==> config.mk <==
export PLATFORM = sky130hd
export DESIGN_NAME = nand_hecc_gen
export DESIGN_NICKNAME = d
export VERILOG_FILES = /design/src/rtl/nand_hecc_pkg.sv /design/src/rtl/hecc_ctl.sv /design/src/rtl/hecc_accum.sv /design/src/rtl/hecc_readout.sv /design/src/rtl/nand_hecc_gen.sv
export SDC_FILE = /design/constraint.sdc
export NUM_CORES = 1
export LEC_CHECK = 0
export BUFFER_PORTS_ARGS = -buffer_cell sky130_fd_sc_hd__buf_2
export CAP_MARGIN = 20
export CELL_PAD_IN_SITES_DETAIL_PLACEMENT = 1
export CELL_PAD_IN_SITES_GLOBAL_PLACEMENT = 1
export CORE_MARGIN = 2
export CORE_UTILIZATION = 34
export CTS_BUF_LIST = sky130_fd_sc_hd__clkbuf_2 sky130_fd_sc_hd__clkbuf_4 sky130_fd_sc_hd__clkbuf_8
export DETAILED_ROUTE_END_ITERATION = 12
export PLACE_DENSITY = 0.75
export SYNTH_ARGS = -nofsm -noshare
export SYNTH_HDL_FRONTEND = slang
export SYNTH_SLANG_ARGS = --single-unit
==> constraint.sdc <==
create_clock -name clk -period 1.9 [get_ports clk]
set_clock_uncertainty 0.15 [all_clocks]
set_input_delay 0.19 -clock clk [delete_from_list [all_inputs] [get_ports clk]]
set_output_delay 0.19 -clock clk [all_outputs]
set_load 0.02 [all_outputs]
==> src/rtl/nand_hecc_pkg.sv <==
// Shared definitions for the chunk Hamming code generator.
// Assumes 8-bit data bytes; the column-parity groups are fixed by that width.
package nand_hecc_pkg;

    // Stored control state.
    typedef struct packed {
        logic inv;   // present parity bits complemented
        logic en;    // accumulate data bytes
    } hecc_mode_t;

    // Column-parity contribution of one byte, bit j = parity of group j.
    function automatic logic [5:0] col_contrib(input logic [7:0] b);
        logic [5:0] c;
        c[0] = b[0] ^ b[2] ^ b[4] ^ b[6];
        c[1] = b[1] ^ b[3] ^ b[5] ^ b[7];
        c[2] = b[0] ^ b[1] ^ b[4] ^ b[5];
        c[3] = b[2] ^ b[3] ^ b[6] ^ b[7];
        c[4] = ^b[3:0];
        c[5] = ^b[7:4];
        return c;
    endfunction

endpackage

==> src/rtl/hecc_ctl.sv <==
// Control register of the code generator.
// Decodes writes to the control offset and keeps the enable and invert bits.
// Bit1 of a write produces a one-cycle clear pulse and is not stored.
// Assumes single-cycle write strobes.
module hecc_ctl
    import nand_hecc_pkg::*;
#(
    parameter int unsigned ADDR_W  = 12,
    parameter int unsigned CTL_OFS = 'h815
) (
    input  logic              clk,
    input  logic              rst_n,
    input  logic              bus_wr,
    input  logic [ADDR_W-1:0] bus_addr,
    input  logic [7:0]        bus_wdata,
    output hecc_mode_t        mode,
    output logic              clr
);

    logic       hit;
    hecc_mode_t mode_q;

    // Write decode for the control offset.
    assign hit = bus_wr && (bus_addr == ADDR_W'(CTL_OFS));
    assign clr = hit && bus_wdata[1];
    assign mode = mode_q;

    // Control bits storage.
    always_ff @(posedge clk) begin
        if (!rst_n) begin
            mode_q <= '0;
        end else if (hit) begin
            mode_q.en  <= bus_wdata[0];
            mode_q.inv <= bus_wdata[2];
        end
    end

    // a control write lands in both stored bits on the next cycle.
    a_r2_ctl_load: assert property (@(posedge clk) disable iff (!rst_n)
        hit |=> (mode_q.en == $past(bus_wdata[0]) && mode_q.inv == $past(bus_wdata[2])));

endmodule

==> src/rtl/hecc_accum.sv <==
// Parity accumulator for one chunk.
// Counts accepted bytes and folds each byte's parity into the line-parity
// pair selected by every bit of its index. Also folds the column groups.
// Stops once CHUNK_BYTES bytes are in. A clear has priority over a byte.
module hecc_accum
    import nand_hecc_pkg::*;
#(
    parameter int unsigned CHUNK_BYTES = 256,
    localparam int unsigned IDX_W = $clog2(CHUNK_BYTES),
    localparam int unsigned CNT_W = $clog2(CHUNK_BYTES + 1)
) (
    input  logic             clk,
    input  logic             rst_n,
    input  logic             dat_vld,
    input  logic [7:0]       dat_byte,
    input  logic             en,
    input  logic             clr,
    output logic [IDX_W-1:0] lp_even,
    output logic [IDX_W-1:0] lp_odd,
    output logic [5:0]       cp
);

    logic [CNT_W-1:0] cnt_q;
    logic [IDX_W-1:0] idx;
    logic [IDX_W-1:0] lp_even_q, lp_odd_q;
    logic [5:0]       cp_q;
    logic             full, take, bpar;

    // Acceptance of the current byte.
    assign full = (cnt_q == CNT_W'(CHUNK_BYTES));
    assign take = dat_vld && en && !full && !clr;
    assign idx  = cnt_q[IDX_W-1:0];
    assign bpar = ^dat_byte;

    // Byte counter within the chunk.
    always_ff @(posedge clk) begin
        if (!rst_n || clr) cnt_q <= '0;
        else if (take)     cnt_q <= cnt_q + 1'b1;
    end

    // Column-parity fold.
    always_ff @(posedge clk) begin
        if (!rst_n || clr) cp_q <= '0;
        else if (take)     cp_q <= cp_q ^ col_contrib(dat_byte);
    end

    // One line-parity pair for each index bit.
    for (genvar g = 0; g < IDX_W; g++) begin : g_line
        always_ff @(posedge clk) begin
            if (!rst_n || clr) begin
                lp_even_q[g] <= 1'b0;
                lp_odd_q[g]  <= 1'b0;
            end else if (take) begin
                if (idx[g]) lp_odd_q[g]  <= lp_odd_q[g]  ^ bpar;
                else        lp_even_q[g] <= lp_even_q[g] ^ bpar;
            end
        end
    end

    assign lp_even = lp_even_q;
    assign lp_odd  = lp_odd_q;
    assign cp      = cp_q;

    // the count never exceeds the chunk length.
    a_r8_count_bound: assert property (@(posedge clk) disable iff (!rst_n)
        cnt_q <= CNT_W'(CHUNK_BYTES));
    // a clear empties the accumulator.
    a_r3_clear_zero: assert property (@(posedge clk) disable iff (!rst_n)
        clr |=> (cnt_q == '0 && lp_even_q == '0 && lp_odd_q == '0 && cp_q == '0));
    // with no data strobe the state holds.
    a_r7_idle_hold: assert property (@(posedge clk) disable iff (!rst_n)
        (!dat_vld && !clr) |=> $stable({cnt_q, lp_even_q, lp_odd_q, cp_q}));
    // a full chunk holds against further bytes.
    a_r8_full_hold: assert property (@(posedge clk) disable iff (!rst_n)
        (full && !clr) |=> $stable({cnt_q, lp_even_q, lp_odd_q, cp_q}));
    // a byte colliding with a clear is not counted.
    a_r10_clear_wins: assert property (@(posedge clk) disable iff (!rst_n)
        (clr && dat_vld && en) |=> (cnt_q == '0));

endmodule

==> src/rtl/hecc_readout.sv <==
// Read path of the code generator.
// Interleaves the line-parity pairs into the 16-bit line code, adds the
// column byte with its two fixed ones, applies optional inversion, and
// decodes byte reads. Purely combinational. Assumes 8 index bits.
module hecc_readout
    import nand_hecc_pkg::*;
#(
    parameter int unsigned ADDR_W  = 12,
    parameter int unsigned IDX_W   = 8,
    parameter int unsigned STS_OFS = 'h810,
    parameter int unsigned LSB_OFS = 'h811,
    parameter int unsigned MSB_OFS = 'h812,
    parameter int unsigned COL_OFS = 'h813,
    parameter int unsigned CTL_OFS = 'h815,
    localparam int unsigned LINE_W = 2 * IDX_W
) (
    input  logic [IDX_W-1:0]  lp_even,
    input  logic [IDX_W-1:0]  lp_odd,
    input  logic [5:0]        cp,
    input  hecc_mode_t        mode,
    input  logic [7:0]        status_in,
    input  logic [ADDR_W-1:0] bus_addr,
    output logic [7:0]        rd_byte,
    output logic [31:0]       rd_word
);

    logic [LINE_W-1:0] line;
    logic [7:0]        lsb_b, msb_b, col_b, ctl_b;

    // Interleave even/odd pairs: even at 2k, odd at 2k+1.
    for (genvar g = 0; g < IDX_W; g++) begin : g_pack
        assign line[2*g]     = lp_even[g];
        assign line[2*g + 1] = lp_odd[g];
    end

    // Code bytes with optional inversion.
    assign lsb_b = line[7:0]  ^ {8{mode.inv}};
    assign msb_b = line[15:8] ^ {8{mode.inv}};
    assign col_b = {cp ^ {6{mode.inv}}, 2'b11};
    assign ctl_b = {5'b0, mode.inv, 1'b0, mode.en};

    // Word view at the status location.
    assign rd_word = {col_b, msb_b, lsb_b, status_in};

    // Byte read decode.
    always_comb begin
        unique case (bus_addr)
            ADDR_W'(STS_OFS): rd_byte = status_in;
            ADDR_W'(LSB_OFS): rd_byte = lsb_b;
            ADDR_W'(MSB_OFS): rd_byte = msb_b;
            ADDR_W'(COL_OFS): rd_byte = col_b;
            ADDR_W'(CTL_OFS): rd_byte = ctl_b;
            default:          rd_byte = 8'h00;
        endcase
    end

endmodule

==> src/rtl/nand_hecc_gen.sv <==
// Top of the chunk Hamming code generator.
// Snoops data-port bytes, accumulates a 22-bit code per chunk, and exposes
// it through byte reads and a status-overlaid word. Assumes at most one
// data byte per cycle and one register write per cycle.
module nand_hecc_gen
    import nand_hecc_pkg::*;
#(
    parameter int unsigned CHUNK_BYTES = 256,
    parameter int unsigned ADDR_W      = 12,
    parameter int unsigned STS_OFS     = 'h810,
    parameter int unsigned LSB_OFS     = 'h811,
    parameter int unsigned MSB_OFS     = 'h812,
    parameter int unsigned COL_OFS     = 'h813,
    parameter int unsigned CTL_OFS     = 'h815,
    localparam int unsigned IDX_W = $clog2(CHUNK_BYTES)
) (
    input  logic              clk,
    input  logic              rst_n,
    input  logic              dat_vld,
    input  logic [7:0]        dat_byte,
    input  logic              bus_wr,
    input  logic [ADDR_W-1:0] bus_addr,
    input  logic [7:0]        bus_wdata,
    input  logic [7:0]        status_in,
    output logic [7:0]        rd_byte,
    output logic [31:0]       rd_word
);

    hecc_mode_t       mode;
    logic             clr;
    logic [IDX_W-1:0] lp_even, lp_odd;
    logic [5:0]       cp;

    // Control register.
    hecc_ctl #(.ADDR_W(ADDR_W), .CTL_OFS(CTL_OFS)) u_ctl (
        .clk(clk), .rst_n(rst_n), .bus_wr(bus_wr), .bus_addr(bus_addr),
        .bus_wdata(bus_wdata), .mode(mode), .clr(clr)
    );

    // Parity accumulation.
    hecc_accum #(.CHUNK_BYTES(CHUNK_BYTES)) u_acc (
        .clk(clk), .rst_n(rst_n), .dat_vld(dat_vld), .dat_byte(dat_byte),
        .en(mode.en), .clr(clr), .lp_even(lp_even), .lp_odd(lp_odd), .cp(cp)
    );

    // Read path.
    hecc_readout #(
        .ADDR_W(ADDR_W), .IDX_W(IDX_W), .STS_OFS(STS_OFS), .LSB_OFS(LSB_OFS),
        .MSB_OFS(MSB_OFS), .COL_OFS(COL_OFS), .CTL_OFS(CTL_OFS)
    ) u_rd (
        .lp_even(lp_even), .lp_odd(lp_odd), .cp(cp), .mode(mode),
        .status_in(status_in), .bus_addr(bus_addr),
        .rd_byte(rd_byte), .rd_word(rd_word)
    );

endmodule

**Yosys cells after proc, flatten, opt, wreduce, memory -nomap -nowiden**

Index checks and enable logic that the tools add are counted.

- Reduce and logical (&&, ||, !) cells: 28
- Equality and inequality tests: 6
- $add $sub $neg: 1
- Bitwise operators: 40
- Mux-type cells: 1

Operators by type and width:

| cell | count |
|---|---|
| 12-bit == test, second input constant | 5 |
| 8-bit one-hot mux with 5 select lines | 1 |
| 2-bit AND reduction | 16 |
| 1-bit XOR | 28 |
| 8-bit XOR | 2 |
| 6-bit XOR | 2 |
| 9-bit by 1-bit adder with 9-bit output, second input constant | 1 |
| 9-bit == test, second input constant | 1 |
| 1-bit NOT | 8 |
| 4-bit XOR reduction | 2 |
| 8-bit XOR reduction | 1 |
| 1-bit logical AND | 5 |
| 1-bit logical NOT | 3 |
| 1-bit logical OR | 1 |

- Output and inout bits: 40
- Bits of input ports: 40
- Register bits after elaboration: 33
- Logic and storage cells: 96

**Depth between registers and ports, before layout**

- Depth after elaboration: 6
- Depth in mapped cells: 8
- Depth with buffers taken out: 7

**Cells and area by module**

From an unflattened synthesis, not the netlist that was laid out.

- Cells, all modules: 273
- Area, all modules: 2,274.7 um^2

Modules (own cells, without submodules):

| module | times used | sequential area each (um^2) | cells an instance | area an instance (um^2) |
|---|---|---|---|---|
| hecc_accum | 1 | 620.6 | 173 | 1,508.9 |
| hecc_readout | 1 | 0.0 | 86 | 633.1 |
| hecc_ctl | 1 | 40.0 | 14 | 132.6 |

**Worst setup path after synthesis**

OpenSTA, ideal clock, no wires.

- Path kind: register to output
- Start point: register u_ctl.mode_q (netlist bit u_ctl.mode[1])
- End point: output port rd_byte[1]
- Arrival: 2.399 ns
- Data required time: 1.560 ns
- Setup slack: -0.839 ns
- Buffers on the path: 2
- Stages on the path, launching flop included: 6
- Path through: dfxtp_1 > buf_2 > buf_2 > xor2_1 > a211oi_1 > a2111oi_0

- Cells in the longest elaborated chain, start to end: 2
- Elaborated cells between the ends (all ways): 3
- Classes of those cells: 1 x mux; 2 x bitwise

Ends and longest elaborated chain:

| element | line | source |
|---|---|---|
| start: declaration | hecc_ctl.sv:21 | `hecc_mode_t mode_q;` |
| 8-bit XOR | hecc_readout.sv:38 | `assign msb_b = line[15:8] ^ {8{mode.inv}};` |
| via rd_word[17] | nand_hecc_gen.sv:26 | `output logic [31:0] rd_word` |
| 8-bit one-hot mux with 5 select lines | hecc_readout.sv:47 | `unique case (bus_addr)` |
| end: declaration | nand_hecc_gen.sv:25 | `output logic [7:0] rd_byte,` |

The timed path passes the listed nets, and every way through them passes these cells.

**Worst setup path after layout**

- Start point: register u_ctl.mode_q (netlist bit u_ctl.mode[1])
- End point: output port rd_byte[0]

- Cells in the longest elaborated chain, start to end: 2
- Elaborated cells between the ends (all ways): 3
- Classes of those cells: 1 x mux; 2 x bitwise

Ends and longest elaborated chain:

| element | line |
|---|---|
| 8-bit XOR, on equally long branches | hecc_readout.sv:38, hecc_readout.sv:37 |
| 8-bit one-hot mux with 5 select lines * | hecc_readout.sv:47 |

Mark *: on every way between the ends. The rest lies on a longest branch, timed or not.

==> results.toml <==
[cts]
clk_latency_ns = 0.29
cts-hold-fix-buffers = 0
cts_buffers = 5
cts_tree = "yes"
cts_buffer_depth = 2
cts_root_buf = "clkbuf_8"
cts.sinks = 33
htree_num_levels = 2
cts.clk_slew.worst_paths_ns = 0.07

[setup_path]
start_kind = "register"
rr_startpoint = "u_acc.cnt_q[0]"
criticalPathCategory = "register to output pin"
cp_max_fo = 5
r2r_end = "u_acc.lp_even[4]"
arrival_ns = 1.78
required_ns = 1.56
crit_start = "u_ctl.mode[1]"
cp-end-kind = "output pin"
crit_end = "rd_byte[0]"
reg2reg_depth = 7
r2r_setup_slack_ns = 0.02

[global_route]
grt_max_degree = 32
grt_usage_pct = 16.8
grt_pass1_vias = 2040
gr-total-overflow = 0
grt_pass1_wl_mm = 9.65
antenna_found_initial = 0

[routing]
dr.first_iter.drc_count = 80
vias_per_cell = 5.27
ant_nets = 0
via_count = 2214
route.detailed.drc = 0
post_drt_wl_per_cell_um = 17.1
firstDrtPassIters = 4
drt_wl_total_mm = 7.17

[floorplan]
die_h_um = 84.8
core_area_um2 = 6350
die_area_um2 = 7190
die_width_um = 84.8
initial_core_util_pct = 35.0
ios = 80
rows = 29

[finish]
mostFrequentLayoutCells = "buf_2 (64), dfxtp_1 (30), buf_4 (25)"
n_fill_cell = 742
ff_latch_area_um2 = 667
nets = 385
final_common_cell = "buf_2"
drive_above_1_share_pct = 49.6
fin_area_um2 = 3260
multi_input_area_um2 = 1630
areaGrowthSynthToFinish_pct = 47.1
antenna_cells = 0

[timing]
rsz0062_at_grt = "true"
setup_slack_ns = -0.219
slew_violations = 0
setup_viol = 8
finalHoldViolCount = 0
period_share_pct = 112
max_freq_mhz = 472
min_period_ns = 2.12

[place]
io_buffer_count = 72
placed_area_um2 = 2820
place_ws_ns = 0.0123
hpwl_mm = 4.83
gp_congestion = 0.829

[yosys]
synthAdderAreaFrac_pct = 1.13
synth_top_family_by_area = "simple AND/OR/NAND/NOR gates"
synth.distinct_cells = 45
synthMuxAreaShare_pct = 7.38
yosys.area_share.simple_pct = 19.7
synth_xor_area_share_pct = 17.8
synth_edf_count = 0
synth_seq_cells = 33
synthArstFlopShare_pct = 0
netlist_area_um2 = 2220
synth-compound-area-share_pct = 14.8
synth-seq-area-share_pct = 29.8
syn_area_per_cell_um2 = 8.64
yosysWarningCount = 0
postSynthCellCount = 257
ys.flop_type = "dfxtp_1"

[hold_path]
hold_path.class = "input pin to register"
hold_path_depth = 2

[job]
drv_cap = 0

[pwr]
p_switching_uw = 446
power.internal_uw = 1120
pwr-share-comb_pct = 20.4
power_density_nw_per_um2 = 481
peakVddDrop_v = 0.000578
switching_share_pct = 28.4
pwr-share-clk_pct = 35.6
seq_power_share_pct = 44.0
p_leak_uw = 0.00139

[outcome]
status = "finished with violations"
violations = "negative setup slack"
-- metrics by stage --
step,utilization [%],hold slack (ns),cells,setup TNS (ns),power (uW)
floorplan,-,0.168,258,-0.0761,915
global placement,44.4,0.297,398,0,1000
detailed placement,44.4,0.304,398,0,1020
CTS,46.3,0.00267,407,-1.48,1580
global route,51.4,0.0269,420,-2.08,1640
finish,51.4,0.00476,420,-1.52,1570
-- power groups by stage --
| stage | clock network, uW | registers, uW | logic (uW) |
|---|---|---|---|
| detailed placement | 0 | 707 | 312 |
| global route | 604 | 689 | 346 |
| global placement | 0 | 707 | 297 |
| floorplan | 0 | 707 | 208 |
| finish | 559 | 690 | 320 |
| CTS | 577 | 691 | 313 |
-- logic make-up (layout without fill, tap and decap cells) --
group,after synthesis,after routing
adder cells (fa/ha/maj),2,2
buffers and inverters,34,119
AND/OR/NAND/NOR,76,76
multiplexers,10,10
XOR/XNOR,45,45
AO/OA/AOI/OAI,56,56
flip-flops,33,33
other,1,2
-- repair_timing --
item | CTS | global route
cloned | 0 | 4
setup buffers | 2 | 9
setup endpoints to repair | 10 | 25
gates resized for setup | 5 | 55
hold endpoints to repair | 0 | 0
pin swaps | 1 | 19
-- cells in the mapped netlist, drive strengths merged, types with 6 or more instances --
cell,count,area (um^2)
or3,14,87.6
xnor2,11,96.3
nand2,17,63.8
o31ai,10,75.1
a21oi,24,120
xor2,34,298
nor2,11,41.3
buf,23,164
and2,6,37.5
dfxtp,33,661
or4,8,63.8
inv,6,22.5
o21ai,15,78.8
-- sequential cells by signal (all words and copies together) (netlist names) --
name and flops:
u_acc.cnt_q 9, u_acc.cp 6, u_acc.lp_even 8, u_acc.lp_odd 8, u_ctl.mode 2
-- layout make-up --
| class | count | area share [%] |
|---|---|---|
| multi-input cells | 191 | 49.8 |
| repair buffers | 106 | 23.3 |
| flip-flops and latches | 33 | 20.4 |
| well taps | 77 | 2.95 |
| clock buffers | 7 | 2.76 |
| inverters | 6 | 0.690 |
-- metal layers --
layer | routed length, um | global-route usage [%]
met5 | 0 | 0
met4 | 196 | 5.48
met3 | 334 | 3.93
met2 | 3740 | 29.3
met1 | 2900 | 20.2
-- worst max-delay path, cell delays in order, from the launching register on --
cell	delay, ns
dfxtp_4	0.42
buf_12	0.14
buf_12	0.12
xor2_2	0.16
mux2i_1	0.13
a221oi_2	0.33
buf_4	0.20
-- worst min-delay path by stage --
stage / from / endpoint / slack [ns]
floorplan: rst_n / u_ctl.mode[0] / 0.17
global placement: rst_n / u_ctl.mode[0] / 0.30
detailed placement: rst_n / u_ctl.mode[0] / 0.30
CTS: rst_n / u_ctl.mode[0] / 0.003
global route: rst_n / u_ctl.mode[1] / 0.03
finish: rst_n / u_ctl.mode[0] / 0.005
No activity file was read; power rests on OpenSTA's default activity.
